File: src/rtl/sdsw_pkg.sv
package sdsw_pkg;
  localparam int SEL_W = 2;
  localparam logic [SEL_W-1:0] CODE_533 = 2'b01;
  localparam logic [SEL_W-1:0] CODE_400 = 2'b10;
  localparam logic [SEL_W-1:0] CODE_266 = 2'b11;
  localparam logic [SEL_W-1:0] IDX_BAD  = 2'b11;

  typedef enum logic [1:0] {ST_IDLE, ST_MID, ST_FIN} sdsw_state_e;

  function automatic logic [SEL_W-1:0] idx2code(input logic [SEL_W-1:0] idx);
    return idx + 2'd1;
  endfunction
endpackage

File: src/rtl/sdsw_wr_fmt.sv
module sdsw_wr_fmt
  import sdsw_pkg::*;
#(
  parameter int DATA_W    = 32,
  parameter int FIELD_LSB = 0
) (
  input  logic [SEL_W-1:0]  code_i,
  output logic [DATA_W-1:0] word_o
);
  localparam int WEN_LSB = FIELD_LSB + 16;

  always_comb begin
    word_o = '0;
    word_o[FIELD_LSB +: SEL_W] = code_i;
    word_o[WEN_LSB +: SEL_W]   = '1;
  end
endmodule

File: src/rtl/sdsw_wait_timer.sv
module sdsw_wait_timer #(
  parameter int TIMEOUT_CYC = 8
) (
  input  logic clk_i,
  input  logic rst_ni,
  input  logic start_i,
  input  logic stat_i,
  output logic clear_o,
  output logic expire_o
);
  localparam int CNT_W = $clog2(TIMEOUT_CYC + 1);

  logic             run_q, armed_q;
  logic [CNT_W-1:0] cnt_q;
  logic             sample;

  // first cycle after a write is a settle cycle: status not yet valid
  assign sample   = run_q && armed_q;
  assign clear_o  = sample && !stat_i;
  assign expire_o = sample && stat_i && (cnt_q == '0);

  always_ff @(posedge clk_i or negedge rst_ni) begin
    if (!rst_ni) begin
      run_q   <= 1'b0;
      armed_q <= 1'b0;
      cnt_q   <= '0;
    end else if (start_i) begin
      run_q   <= 1'b1;
      armed_q <= 1'b0;
      cnt_q   <= CNT_W'(TIMEOUT_CYC);
    end else if (clear_o || expire_o) begin
      run_q   <= 1'b0;
      armed_q <= 1'b0;
    end else begin
      armed_q <= run_q;
      if (sample) cnt_q <= cnt_q - 1'b1;
    end
  end

  a_r6_settle_cycle: assert property (@(posedge clk_i) disable iff (!rst_ni)
    start_i |=> !clear_o && !expire_o);
  a_r6_single_outcome: assert property (@(posedge clk_i) disable iff (!rst_ni)
    !(clear_o && expire_o));
endmodule

File: src/rtl/sdclk_src_seq.sv
module sdclk_src_seq
  import sdsw_pkg::*;
#(
  parameter int DATA_W      = 32,
  parameter int FIELD_LSB   = 0,
  parameter int STAT_W      = 2,
  parameter int STAT_SEL    = 0,
  parameter int TIMEOUT_CYC = 8
) (
  input  logic              clk_i,
  input  logic              rst_ni,
  input  logic              req_i,
  input  logic [1:0]        req_idx_i,
  output logic              ack_o,
  input  logic [1:0]        sel_cur_i,
  input  logic [STAT_W-1:0] stat_i,
  output logic              wr_en_o,
  output logic [DATA_W-1:0] wr_data_o,
  output logic              busy_o,
  output logic              done_o,
  output logic              timeout_o
);
  localparam int WEN_LSB = FIELD_LSB + 16;

  sdsw_state_e      state_q;
  logic [SEL_W-1:0] target_q, wr_code_q, next_code;
  logic             wr_en_q, busy_q, done_q, to_q;
  logic             stat_bit, accept, repair, start, clr, exp_w;

  generate
    if (STAT_W == 1) begin : g_stat_one
      assign stat_bit = stat_i[0];
    end else begin : g_stat_sel
      assign stat_bit = stat_i[STAT_SEL];
    end
  endgenerate

  assign accept = (state_q == ST_IDLE) && req_i && (req_idx_i != IDX_BAD);
  assign repair = (state_q == ST_IDLE) && !accept && (sel_cur_i == 2'b00);
  assign start  = accept || repair || ((state_q == ST_MID) && clr);
  assign ack_o  = accept;

  always_comb begin
    next_code = target_q;
    if (accept)      next_code = CODE_266;
    else if (repair) next_code = CODE_533;
  end

  sdsw_wait_timer #(.TIMEOUT_CYC(TIMEOUT_CYC)) u_timer (
    .clk_i    (clk_i),
    .rst_ni   (rst_ni),
    .start_i  (start),
    .stat_i   (stat_bit),
    .clear_o  (clr),
    .expire_o (exp_w)
  );

  sdsw_wr_fmt #(.DATA_W(DATA_W), .FIELD_LSB(FIELD_LSB)) u_fmt (
    .code_i (wr_code_q),
    .word_o (wr_data_o)
  );

  always_ff @(posedge clk_i or negedge rst_ni) begin
    if (!rst_ni) begin
      state_q   <= ST_IDLE;
      target_q  <= CODE_533;
      wr_code_q <= CODE_533;
      wr_en_q   <= 1'b0;
      busy_q    <= 1'b0;
      done_q    <= 1'b0;
      to_q      <= 1'b0;
    end else begin
      wr_en_q <= start;
      done_q  <= 1'b0;
      to_q    <= 1'b0;
      if (start) wr_code_q <= next_code;
      unique case (state_q)
        ST_IDLE: begin
          if (accept) begin
            busy_q   <= 1'b1;
            target_q <= idx2code(req_idx_i);
            state_q  <= (req_idx_i == 2'd2) ? ST_FIN : ST_MID;
          end else if (repair) begin
            busy_q  <= 1'b1;
            state_q <= ST_FIN;
          end
        end
        ST_MID: begin
          if (clr) state_q <= ST_FIN;
          else if (exp_w) begin
            to_q    <= 1'b1;
            busy_q  <= 1'b0;
            state_q <= ST_IDLE;
          end
        end
        ST_FIN: begin
          if (clr || exp_w) begin
            done_q  <= clr;
            to_q    <= exp_w;
            busy_q  <= 1'b0;
            state_q <= ST_IDLE;
          end
        end
        default: state_q <= ST_IDLE;
      endcase
    end
  end

  assign wr_en_o   = wr_en_q;
  assign busy_o    = busy_q;
  assign done_o    = done_q;
  assign timeout_o = to_q;

  // checker state: code of the previous write
  logic [SEL_W-1:0] last_code_q;
  always_ff @(posedge clk_i or negedge rst_ni) begin
    if (!rst_ni)      last_code_q <= 2'b00;
    else if (wr_en_o) last_code_q <= wr_data_o[FIELD_LSB +: SEL_W];
  end

  a_r3_no_zero_code: assert property (@(posedge clk_i) disable iff (!rst_ni)
    wr_en_o |-> wr_data_o[FIELD_LSB +: SEL_W] != 2'b00);
  a_r2_wen_bits: assert property (@(posedge clk_i) disable iff (!rst_ni)
    wr_en_o |-> wr_data_o[WEN_LSB +: SEL_W] == 2'b11);
  a_r4_400_after_266: assert property (@(posedge clk_i) disable iff (!rst_ni)
    (wr_en_o && wr_data_o[FIELD_LSB +: SEL_W] == CODE_400) |-> last_code_q == CODE_266);
  a_r7_busy_end: assert property (@(posedge clk_i) disable iff (!rst_ni)
    $fell(busy_o) |-> (done_o || timeout_o));
  a_r7_one_outcome: assert property (@(posedge clk_i) disable iff (!rst_ni)
    !(done_o && timeout_o));
  a_r6_no_write_on_timeout: assert property (@(posedge clk_i) disable iff (!rst_ni)
    timeout_o |-> !wr_en_o);
  a_r8_no_ack_busy: assert property (@(posedge clk_i) disable iff (!rst_ni)
    busy_o |-> !ack_o);
  a_r7_write_pulse: assert property (@(posedge clk_i) disable iff (!rst_ni)
    wr_en_o |=> !wr_en_o);
endmodule

File: config.mk
export PLATFORM = sky130hd
export DESIGN_NAME = sdclk_src_seq
export DESIGN_NICKNAME = d
export VERILOG_FILES = /design/src/rtl/sdsw_pkg.sv /design/src/rtl/sdsw_wr_fmt.sv /design/src/rtl/sdsw_wait_timer.sv /design/src/rtl/sdclk_src_seq.sv
export SDC_FILE = /design/constraint.sdc
export NUM_CORES = 1
export LEC_CHECK = 0
export ABC_CLOCK_PERIOD_IN_PS = 3550
export BUFFER_PORTS_ARGS = -buffer_cell sky130_fd_sc_hd__buf_2
export CAP_MARGIN = 20
export CORE_MARGIN = 3
export CORE_UTILIZATION = 45
export CTS_BUF_LIST = sky130_fd_sc_hd__clkbuf_4
export CTS_CLUSTER_SIZE = 28
export DETAILED_ROUTE_END_ITERATION = 8
export PLACE_DENSITY = 0.76
export SLEW_MARGIN = 20
export SYNTH_ARGS = -nofsm -noshare
export SYNTH_HDL_FRONTEND = slang
export SYNTH_SLANG_ARGS = --single-unit
File: constraint.sdc
create_clock -name clk_i -period 3.55 [get_ports clk_i]
set_input_delay 0.1775 -clock clk_i [delete_from_list [all_inputs] [get_ports clk_i]]
set_output_delay 0.1775 -clock clk_i [all_outputs]
set_load 0.005 [all_outputs]
==> run metrics <==
Yosys cell types 32; CP top delay family flip-flops; chip width 55.4 um; Max stage delay on crit path 390 ps; Max clock buf depth 2; Net Sw Frac 39.4%; CTS root buffer clkbuf_4; cell area after synthesis 0.00110 mm2; fin nets 150; clock skew 8.92 ps; largest net degree at the start of global routing 17; setup_tns 0 ps; reg2reg end state_q[0]; CTS-repair resized insts 0; Routed WL per cell 10.4 um; H-tree depth 1; Setup CP Type flop to flop; Core ar. 0.00225 mm2; GRT Total Usage 11.0%; detailed placement HPWL 1350 um; kind of path behind the tightest hold check primary input to flop; Clk pwr share 12.7%; WP data arrival 1820 ps; Yosys reg bits 16; peak supply drop 0.378 mV; antenna violations before repair 0; CTS buffer count 3; via count 712; top_reg_cell synth dfrtp_1; Core Rows 17; Synth top area share 31.9%; Psw 302 uW; Seq/Total Area, Yosys 36.7%; DR vias/cell 4.42; CP endpoint kind flop; PnR worst setup slack 1910 ps; RSZ-0062 raised after global routing false; Mapped Cells 116; later-pin clock latency in the skew report 290 ps; global-route wire length before repair 2700 um; r2r setup slk 1910 ps; final hold violations 0; Final ANT Viol Nets 0; worst reg2reg path depth 5; Post-synth ARST share 100%; Area Growth Syn to Fin 1.94%; fin crit share 46.2%; HP Start req_idx_i[0]; number of flops mapped to enable cells by yosys 0; YS warnings 0; Startpoint Class flop; slowest stage cell, crit path dfrtp_1; Max-Cap Viols 0; Pwr Density 684 mW/mm2; syn avg cell area 9.47 um2; hold path endpoint target_q[0]; Starting DRT DRC Count 7; vias in the first global route 642; floorplan die height 55.4 um; max-slew violations 0; share of layout cells above drive strength 1 19.5%; CP bufs+invs 1; post-route DRC violation count 0; total iterations of the first detailed-routing run 4; Yosys top cell by area dfrtp_1; clk sink count 16; most common cell after layout, fill and taps aside conb_1; Starting Density 48.7%; Port Buffers 14; Ant. Diodes 0; Int Pwr 464 uW; Gate power share 45.8%; clk slew on worst S/H paths 100 ps; hold depth 2; Pleak 0.000605 uW; critical path, cell by cell inv_1 -> ha_1 -> nor3b_2 -> o311ai_2 -> mux2_1; Flop pwr share 41.5%; worst reg2reg path startpoint u_timer.cnt_q[0]; final setup fails 0; Die ar. 0.00307 mm2; post-layout minimum cycle time 1640 ps; CTS tree built; status complete, no violations; commonest non-fill, non-tap cells in the layout conb_1, dfrtp_1, buf_2; ranking of synthesized cells by area dfrtp_1, buf_4, ha_1, dfstp_2, inv_1; Top-Level Pins 46; Max Clk Rate 610 MHz; Final Wtd Congestion 0.820; Worst EP required 3730 ps; total grt overflow 0; CP Max Fanout 3; pre-CTS setup slack 1910 ps; Total Wirelength 1670 um
[power by group through the flow]
stage,registers (uW),logic (uW),clock network (uW)
3_5_place_dp,320,352,0
4_1_cts,317,356,102
2_1_floorplan,310,292,0
6_report,317,351,97.2
3_3_place_gp,314,340,0
5_1_grt,327,400,109
[metal layers]
layer  GRT usage (%)  up-vias  share of wire, %
met1            11.8      328                41
met5               0        -                 0
met4            4.17        0               1.3
met3            4.44        2               9.6
met2            19.3       31                48
li1                -      351                 -
[logic make-up after synthesis]
group / share of synthesized area, %
compound gates: 7.06
other cells: 0.684
mux: 4.78
simple gates: 16.5
fa+ha+maj: 7.97
xor+xnor: 2.39
flops: 36.7
buf+inv: 23.9
[synthesized netlist by cell type (2+ instances only)]
| cell type | number |
|---|---|
| dfstp_2 | 2 |
| mux2i_1 | 3 |
| buf_4 | 30 |
| mux2_1 | 2 |
| o21ai_1 | 4 |
| and2_1 | 2 |
| nor2_1 | 5 |
| dfrtp_1 | 14 |
| conb_1 | 2 |
| o21ai_0 | 4 |
| and3_1 | 2 |
| nand2_1 | 7 |
| nand3_1 | 2 |
| ha_1 | 7 |
| xor2_1 | 2 |
| inv_1 | 9 |
| nor3_1 | 2 |
| nand4_1 | 2 |
| nor3_2 | 2 |
[area by class of cell]
class / instances / area [um2]
clock buffers: 3 / 22.5
clock inverters: 1 / 3.75
fillers: 225 / 1130
inverters: 10 / 37.5
multi-input cells: 88 / 538
flip-flops and latches: 16 / 403
well taps: 28 / 35.0
repair buffers: 15 / 80.1
[worst register-to-register path, delay by kind of cell, from the launching register on]
family                     cells  cell delay (ps)
muxes                          1              360
DFF                            1              390
adders and majority gates      1              220
and+or+nand+nor                1              190
AOI/OAI and AO/OA              1              320
buffers and inverters          1               60
[sequential cells by signal (all words and copies together) (netlist names)]
name	flops
state_q	2
u_timer.run_q	1
target_q	2
done_o	1
busy_o	1
timeout_o	1
wr_code_q	2
u_timer.armed_q	1
u_timer.cnt_q	4
wr_en_o	1
[how the worst max path moves through the flow]
stage / slack (ps) / end / from / depth (start not counted)
floorplan: 2020 / state_q[0] / u_timer.cnt_q[0] / 5
global placement: 1930 / state_q[1] / u_timer.cnt_q[0] / 5
detailed placement: 1910 / state_q[0] / u_timer.cnt_q[0] / 5
CTS: 1900 / state_q[0] / u_timer.cnt_q[0] / 5
global route: 1800 / ack_o / state_q[0] / 5
finish: 1910 / state_q[0] / u_timer.cnt_q[0] / 5
[metrics by stage]
step	power [uW]	utilization [%]	cell area, um2	hold WS, ps	instances
2_1_floorplan	602	-	1200	-118	144
3_3_place_gp	655	48.1	1080	101	156
3_5_place_dp	672	48.1	1080	110	156
4_1_cts	774	49.7	1120	71.0	161
5_1_grt	836	49.7	1120	94.8	161
6_report	765	49.7	1120	73.2	161
[timing repair]
| action | in CTS | in global routing |
|---|---|---|
| buffers inserted | 0 | 0 |
| hold buffers | 1 | 0 |
| hold endpoints to repair | 14 | 0 |
Power figures use the tool's default switching activity.
